### config.mk
export PLATFORM = sky130hd
export DESIGN_NAME = typec_drp_attach
export DESIGN_NICKNAME = d
export VERILOG_FILES = /design/src/rtl/tcdrp_pkg.sv /design/src/rtl/tcdrp_datapath.sv /design/src/rtl/tcdrp_control.sv /design/src/rtl/typec_drp_attach.sv
export SDC_FILE = /design/constraint.sdc
export NUM_CORES = 1
export LEC_CHECK = 0
export BUFFER_PORTS_ARGS = -buffer_cell sky130_fd_sc_hd__buf_2
export CAP_MARGIN = 20
export CELL_PAD_IN_SITES_DETAIL_PLACEMENT = 0
export CELL_PAD_IN_SITES_GLOBAL_PLACEMENT = 1
export CORE_MARGIN = 2
export CORE_UTILIZATION = 31
export CTS_CLUSTER_SIZE = 25
export DETAILED_ROUTE_END_ITERATION = 16
export HOLD_SLACK_MARGIN = 0.12
export PLACE_DENSITY = 0.6
export SETUP_SLACK_MARGIN = 0.4
export SYNTH_ARGS = -nofsm -noshare
export SYNTH_HDL_FRONTEND = slang
export SYNTH_SLANG_ARGS = --single-unit
export TNS_END_PERCENT = 5
### constraint.sdc
create_clock -name clk -period 2.02 [get_ports clk]
set_clock_uncertainty 0.15 [all_clocks]
set_input_delay 0.101 -clock clk [delete_from_list [all_inputs] [get_ports clk]]
set_output_delay 0.101 -clock clk [all_outputs]
set_load 0.005 [all_outputs]
### src/rtl/tcdrp_pkg.sv
`timescale 1ns/1ps
package tcdrp_pkg;
  typedef enum logic [1:0] {LV_OPEN = 2'd0, LV_RD = 2'd1, LV_RA = 2'd2, LV_RP = 2'd3} ccLvl_e;
  typedef enum logic [1:0] {TM_SRC, TM_SNK, TM_TRY} tmSel_e;
  typedef enum logic [2:0] {
    ST_UNPWR, ST_TOG_SRC, ST_TOG_SNK, ST_TRY_SRC,
    ST_WAIT_SNK, ST_ATT_SRC, ST_ATT_SNK, ST_AUDIO
  } attSt_e;
  typedef struct packed {
    logic   tmrLoad;
    tmSel_e tmrSel;
    logic   dbClear;
  } ctlStrobe_t;
endpackage

### src/rtl/tcdrp_datapath.sv
`timescale 1ns/1ps
module tcdrp_datapath
  import tcdrp_pkg::*;
#(
  parameter int DEB_CYC = 20000,
  parameter int SRC_CYC = 50000,
  parameter int SNK_CYC = 50000,
  parameter int TRY_CYC = 30000
) (
  input  logic       clk,
  input  logic       rstN,
  input  ccLvl_e     rawLvl [2],
  input  ctlStrobe_t strb,
  output ccLvl_e     dbLvl [2],
  output logic       tmrDone
);
  localparam int DW = $clog2(DEB_CYC + 1);
  localparam int MAXA = (SRC_CYC > SNK_CYC) ? SRC_CYC : SNK_CYC;
  localparam int MAXT = (MAXA > TRY_CYC) ? MAXA : TRY_CYC;
  localparam int TW = $clog2(MAXT + 1);
  localparam logic [DW-1:0] DEB_LAST = DW'(DEB_CYC - 1);

  // per-pin debounce filters
  for (genvar g = 0; g < 2; g++) begin : gPin
    ccLvl_e cand;
    logic [DW-1:0] stCnt;
    always_ff @(posedge clk) begin
      if (!rstN || strb.dbClear) begin
        cand     <= LV_OPEN;
        stCnt    <= '0;
        dbLvl[g] <= LV_OPEN;
      end else if (rawLvl[g] != cand) begin
        cand  <= rawLvl[g];
        stCnt <= '0;
      end else if (stCnt != DEB_LAST) begin
        stCnt <= stCnt + 1'b1;
      end else begin
        dbLvl[g] <= cand;
      end
    end
  end

  // phase timer, counts down to zero
  logic [TW-1:0] tmr;
  logic [TW-1:0] loadVal;
  always_comb begin
    case (strb.tmrSel)
      TM_SRC:  loadVal = TW'(SRC_CYC - 1);
      TM_SNK:  loadVal = TW'(SNK_CYC - 1);
      default: loadVal = TW'(TRY_CYC - 1);
    endcase
  end
  always_ff @(posedge clk) begin
    if (!rstN)             tmr <= '0;
    else if (strb.tmrLoad) tmr <= loadVal;
    else if (tmr != '0)    tmr <= tmr - 1'b1;
  end
  assign tmrDone = (tmr == '0);
endmodule

### src/rtl/tcdrp_control.sv
`timescale 1ns/1ps
module tcdrp_control
  import tcdrp_pkg::*;
(
  input  logic       clk,
  input  logic       rstN,
  input  logic       localPwrOk,
  input  logic       trySrcEn,
  input  logic       vbusPresent,
  input  ccLvl_e     dbLvl [2],
  input  logic       tmrDone,
  output ctlStrobe_t strb,
  output logic [1:0] rpEn,
  output logic [1:0] rdEn,
  output logic [1:0] vconnEn,
  output logic       vbusEn,
  output logic       orientFlip,
  output logic       attached,
  output logic       roleSrc,
  output logic       cableFlag,
  output logic       audioFlag
);
  attSt_e st, nxt;
  logic flipQ, cableQ, nFlip, nCable;
  ccLvl_e d0, d1, ccPin;
  logic srcHit, bothRa, rpSeen, powered;

  assign d0 = dbLvl[0];
  assign d1 = dbLvl[1];
  assign srcHit = (d0 == LV_RD && (d1 == LV_OPEN || d1 == LV_RA)) ||
                  (d1 == LV_RD && (d0 == LV_OPEN || d0 == LV_RA));
  assign bothRa = (d0 == LV_RA) && (d1 == LV_RA);
  assign rpSeen = (d0 == LV_RP) || (d1 == LV_RP);
  assign ccPin  = flipQ ? d1 : d0;
  assign powered = (st == ST_TOG_SRC) || (st == ST_TOG_SNK) || (st == ST_TRY_SRC) ||
                   (st == ST_WAIT_SNK) || (st == ST_ATT_SRC) || (st == ST_AUDIO);

  always_comb begin
    nxt = st;
    strb = '0;
    nFlip = flipQ;
    nCable = cableQ;
    if (!localPwrOk && powered) begin
      nxt = ST_UNPWR;
      strb.dbClear = 1'b1;
    end else begin
      case (st)
        ST_UNPWR: begin
          if (vbusPresent && rpSeen) begin
            nxt = ST_ATT_SNK; nFlip = (d1 == LV_RP) && (d0 != LV_RP); nCable = 1'b0;
          end else if (localPwrOk) begin
            nxt = ST_TOG_SRC; strb.tmrLoad = 1'b1; strb.tmrSel = TM_SRC; strb.dbClear = 1'b1;
          end
        end
        ST_TOG_SRC, ST_TRY_SRC: begin
          if (bothRa) nxt = ST_AUDIO;
          else if (srcHit) begin
            nxt = ST_ATT_SRC; nFlip = (d1 == LV_RD); nCable = (d0 == LV_RA) || (d1 == LV_RA);
          end else if (tmrDone) begin
            nxt = (st == ST_TOG_SRC) ? ST_TOG_SNK : ST_WAIT_SNK;
            strb.tmrLoad = 1'b1; strb.tmrSel = TM_SNK; strb.dbClear = 1'b1;
          end
        end
        ST_TOG_SNK, ST_WAIT_SNK: begin
          if (rpSeen && trySrcEn && st == ST_TOG_SNK) begin
            nxt = ST_TRY_SRC; strb.tmrLoad = 1'b1; strb.tmrSel = TM_TRY; strb.dbClear = 1'b1;
          end else if (rpSeen && vbusPresent) begin
            nxt = ST_ATT_SNK; nFlip = (d1 == LV_RP) && (d0 != LV_RP); nCable = 1'b0;
          end else if (tmrDone) begin
            nxt = ST_TOG_SRC; strb.tmrLoad = 1'b1; strb.tmrSel = TM_SRC; strb.dbClear = 1'b1;
          end
        end
        ST_ATT_SRC: begin
          if (ccPin == LV_OPEN) begin
            nxt = ST_TOG_SRC; strb.tmrLoad = 1'b1; strb.tmrSel = TM_SRC; strb.dbClear = 1'b1;
          end
        end
        ST_ATT_SNK: begin
          if (!vbusPresent || ccPin == LV_OPEN) begin
            strb.dbClear = 1'b1;
            if (localPwrOk) begin
              nxt = ST_TOG_SRC; strb.tmrLoad = 1'b1; strb.tmrSel = TM_SRC;
            end else nxt = ST_UNPWR;
          end
        end
        ST_AUDIO: begin
          if (!bothRa) begin
            nxt = ST_TOG_SRC; strb.tmrLoad = 1'b1; strb.tmrSel = TM_SRC; strb.dbClear = 1'b1;
          end
        end
        default: nxt = ST_UNPWR;
      endcase
    end
  end

  always_ff @(posedge clk) begin
    if (!rstN) begin
      st <= ST_UNPWR; flipQ <= 1'b0; cableQ <= 1'b0;
    end else begin
      st <= nxt; flipQ <= nFlip; cableQ <= nCable;
    end
  end

  // Moore output decode
  always_comb begin
    rpEn = 2'b00; rdEn = 2'b00; vconnEn = 2'b00; vbusEn = 1'b0;
    case (st)
      ST_TOG_SRC, ST_TRY_SRC, ST_AUDIO: rpEn = 2'b11;
      ST_ATT_SRC: begin
        rpEn    = flipQ ? 2'b10 : 2'b01;
        vconnEn = cableQ ? (flipQ ? 2'b01 : 2'b10) : 2'b00;
        vbusEn  = 1'b1;
      end
      default: rdEn = 2'b11;
    endcase
  end
  assign attached   = (st == ST_ATT_SRC) || (st == ST_ATT_SNK);
  assign roleSrc    = (st == ST_ATT_SRC);
  assign orientFlip = attached & flipQ;
  assign cableFlag  = (st == ST_ATT_SRC) & cableQ;
  assign audioFlag  = (st == ST_AUDIO);
endmodule

### src/rtl/typec_drp_attach.sv
`timescale 1ns/1ps
module typec_drp_attach
  import tcdrp_pkg::*;
#(
  parameter int DEB_CYC = 20000,
  parameter int SRC_CYC = 50000,
  parameter int SNK_CYC = 50000,
  parameter int TRY_CYC = 30000
) (
  input  logic       clk,
  input  logic       rstN,
  input  logic       localPwrOk,
  input  logic       trySrcEn,
  input  logic       vbusPresent,
  input  logic [1:0] cc1Lvl,
  input  logic [1:0] cc2Lvl,
  output logic [1:0] rpEn,
  output logic [1:0] rdEn,
  output logic [1:0] vconnEn,
  output logic       vbusEn,
  output logic       orientFlip,
  output logic       attached,
  output logic       roleSrc,
  output logic       cableFlag,
  output logic       audioFlag
);
  ccLvl_e rawLvl [2];
  ccLvl_e dbLvl [2];
  ctlStrobe_t strb;
  logic tmrDone;

  assign rawLvl[0] = ccLvl_e'(cc1Lvl);
  assign rawLvl[1] = ccLvl_e'(cc2Lvl);

  tcdrp_datapath #(.DEB_CYC(DEB_CYC), .SRC_CYC(SRC_CYC), .SNK_CYC(SNK_CYC), .TRY_CYC(TRY_CYC))
    u_dp (.clk(clk), .rstN(rstN), .rawLvl(rawLvl), .strb(strb), .dbLvl(dbLvl), .tmrDone(tmrDone));

  tcdrp_control u_ctl (
    .clk(clk), .rstN(rstN), .localPwrOk(localPwrOk), .trySrcEn(trySrcEn),
    .vbusPresent(vbusPresent), .dbLvl(dbLvl), .tmrDone(tmrDone), .strb(strb),
    .rpEn(rpEn), .rdEn(rdEn), .vconnEn(vconnEn), .vbusEn(vbusEn),
    .orientFlip(orientFlip), .attached(attached), .roleSrc(roleSrc),
    .cableFlag(cableFlag), .audioFlag(audioFlag));
endmodule

==> results.txt <==
Iter 0 DRT Violations = 75
fin cells = 627
minimum clock period = 2.13 ns
failing checks = negative setup slack
post-synthesis cell type count = 59
area share of fa/ha/maj cells after synthesis = 1.53%
Critical Path End = u_dp.gPin[1].stCnt[9]
Slew Limit Fails = 0
worst slew pin tran = 0.351 ns
Die Ht = 107 µm
die area = 0.0114 mm²
number of diodes = 0
total track usage = 15.4%
Slew headroom = 76.3%
clock slew at reported path FFs = 0.07 ns
Final Routed Wirelength = 8130 µm
grt met1 use = 20.0%
Worst setup EP type = flip-flop
clock root cell = clkbuf_8
ys async rst share = 0%
Inst Count DP = 603
endpoints failing hold = 0
GRT met3 Usage = 3.95%
setup ws final = -0.110 ns
later-pin clock latency in the skew report = 0.34 ns
Clock power frac = 23.7%
Port Buffers = 20
Multi-input gate area = 0.00207 mm²
routed vias/inst = 4.92
fmax = 469 MHz
Ports = 21
Syn Std Cell Area = 0.00328 mm²
Int Power = 3.04 mW
VDD IR max = 0.000397 V
sw frac = 34.9%
Syn Area/Cell = 8.38 µm²
clock tree buffer depth = 2
share of layout cells above drive strength 1 = 31.0%
GR peak layer = met2
LEAKAGE = 1.84 nW
Psw = 1.63 mW
crit-path max FO = 7
Logic pwr share = 45.0%
Hold/Removal Path Class = primary input to flip-flop
Syn. warnings = 0
vias in the first global route = 3018
largest family of logic cells by synthesized area = simple AND/OR/NAND/NOR gates
largest net degree at the start of global routing = 21
initial antenna violation count = 0
Nets = 499
main flop type after synthesis = dfxtp_1
status = complete, but fails checks
clk sinks = 59
DR vias = 3084
post-synthesis instance total = 391
Register Area = 0.00120 mm²
r2r endpoint = u_dp.gPin[1].stCnt[9]
Die X-Extent = 107 µm
GRT overflow = 0
CTS tree = built
Seq cells post-synth = 59
Critical Path Start = u_dp.tmr[8]
TritonCTS Buffers = 9
first-pass GRT wire length = 14200 µm
H-tree levels = 3
PwrDens = 1050 mW/mm²
RR Startpoint = u_dp.tmr[8]
max-cap violations = 0
number of flops mapped to enable cells by yosys = 0
Synth Area in XOR/XNOR = 11.2%
Synth Area in Simple Gates = 30.9%
mux contribution to synthesized area = 4.58%
post-layout util = 43.2%
final setup fails = 55
Final period util = 105%
Avg WL per Cell = 13.0 µm
Worst setup SP type = flip-flop
register area share after synthesis = 36.0%
sequential power share = 31.3%
Post-Syn Nets = 404
Reg2Reg Depth = 7
reg-to-reg slack, setup = -0.11 ns
Fill cells = 1070
GR met2 Demand/Resource = 25.2%
Syn-to-layout area delta = 35.3%
WS Path Type = flip-flop to flip-flop
# DRC = 0
Compound-Gate Fraction of Synth Area = 11.8%
worst path arrival time = 2.22 ns
post-DP HPWL = 5940 µm
drt first pass iters = 4
Power Total = 4.68 mW
Initial Util = 31.9%
RSZ-0062 raised after global routing = yes
Core ar. = 0.0103 mm²
num rows = 37
Final ANT Viol Nets = 0
worst path required time = 2.11 ns
GP Congestion = 0.874
-- cell type report --
| type | count | share of cell area [%] |
|---|---|---|
| clock inverters | 5 | 1.38 |
| well taps | 136 | 3.84 |
| flip-flops and latches | 59 | 27.0 |
| repair buffers | 101 | 17.0 |
| clock buffers | 11 | 3.19 |
| multi-input cells | 304 | 46.7 |
| inverters | 11 | 0.931 |
-- repair_timing --
item	4_1_cts	5_1_grt
buffers inserted	2	0
pin swaps	7	1
gates cloned	1	0
resized for setup	23	10
endpoints found under the hold margin	22	0
hold buffers	5	0
endpoints found under the setup margin	69	70
-- state kept, by name (all words and copies together) (netlist names) --
register / flops
u_dp.gPin.stCnt: 30
u_dp.tmr: 16
u_dp.dbLvl: 4
u_dp.gPin.cand: 4
u_ctl.st: 3
u_ctl.cableQ: 1
u_ctl.flipQ: 1
-- critical path, cell delays in order (launching register included) --
cell      delay, ns
dfxtp_2        0.32
or4_4          0.56
nor2_4         0.14
nand4b_1       0.16
a22o_2         0.33
nand3_4        0.14
buf_2          0.17
nor2_1         0.05
-- metal layers --
metal | routed length (µm) | up-vias
met4 | 91 | 0
met3 | 287 | 6
met1 | 4060 | 1453
met2 | 3690 | 47
met5 | 0 | -
li1 | - | 1578
-- cells by family after synthesis --
group           Yosys count
buf+inv                  28
fa+ha+maj                 4
xor+xnor                 42
mux                      15
flops                    59
compound gates           54
simple gates            189
-- how the worst min path moves through the flow --
stage | start | end | slack [ns] | cells past startpoint
after global routing | localPwrOk | u_ctl.st[1] | 0.19 | 5
after detailed placement | cc1Lvl[1] | u_dp.gPin[0].cand[1] | 0.21 | 2
after CTS | localPwrOk | u_ctl.st[1] | 0.15 | 5
final | localPwrOk | u_ctl.st[1] | 0.15 | 5
after floorplan | cc1Lvl[0] | u_dp.gPin[0].cand[0] | 0.1 | 1
after global placement | cc1Lvl[1] | u_dp.gPin[0].cand[1] | 0.21 | 2
-- power by group through the flow --
stage                     logic (mW)  registers [mW]  clock network (mW)
after CTS                       2.04            1.46                1.15
after detailed placement        1.93            1.49                   0
after floorplan                 1.19            1.48                   0
after global placement          1.93            1.49                   0
final                           2.10            1.47                1.11
after global routing            2.33            1.49                1.21
-- synth_stat cells, drive strengths merged (11+ instances only) --
cell type	instances	share of area (%)
and3	14	2.7
a21oi	12	1.8
nand3	23	3.7
nand4	12	2.5
mux2i	15	4.6
xor2	22	5.9
dfxtp	59	36
inv	11	1.3
nand2	35	4.1
nor3	11	1.7
o21ai	11	1.7
nor2	52	6.2
xnor2	20	5.3
-- per-stage QoR --
step                hold slack [ns]  area, µm²  setup slack (ns)  setup TNS, ns
floorplan                    0.0969       3330           -0.0442         -0.535
global placement              0.212       4060            -0.252          -9.18
detailed placement            0.211       4060            -0.298         -10.14
CTS                           0.146       4400            -0.127          -4.57
global route                  0.191       4440            -0.249         -10.38
finish                        0.154       4440            -0.110          -3.73
-- cells in the final DEF (no fill, tap or decap), types with 3 or more instances in the layout --
master,count
nand3_1,22
nor2_1,48
dlygate4sd3_1,5
a21boi_2,4
nand2b_1,3
inv_1,11
xnor2_1,20
dfxtp_4,3
nor2b_1,4
xor2_1,22
nor4b_1,3
and3_1,13
mux2i_1,15
clkbuf_8,10
o21ai_0,11
dfxtp_2,4
clkinvlp_4,3
a21oi_1,12
a21boi_1,4
dfxtp_1,52
nor3_1,10
buf_6,6
nand4_1,11
nor4_1,4
ha_1,4
nor2_2,3
and2_1,4
buf_4,68
and4_1,4
buf_2,21
nand2_1,33
No activity file was read; power rests on OpenSTA's default activity.
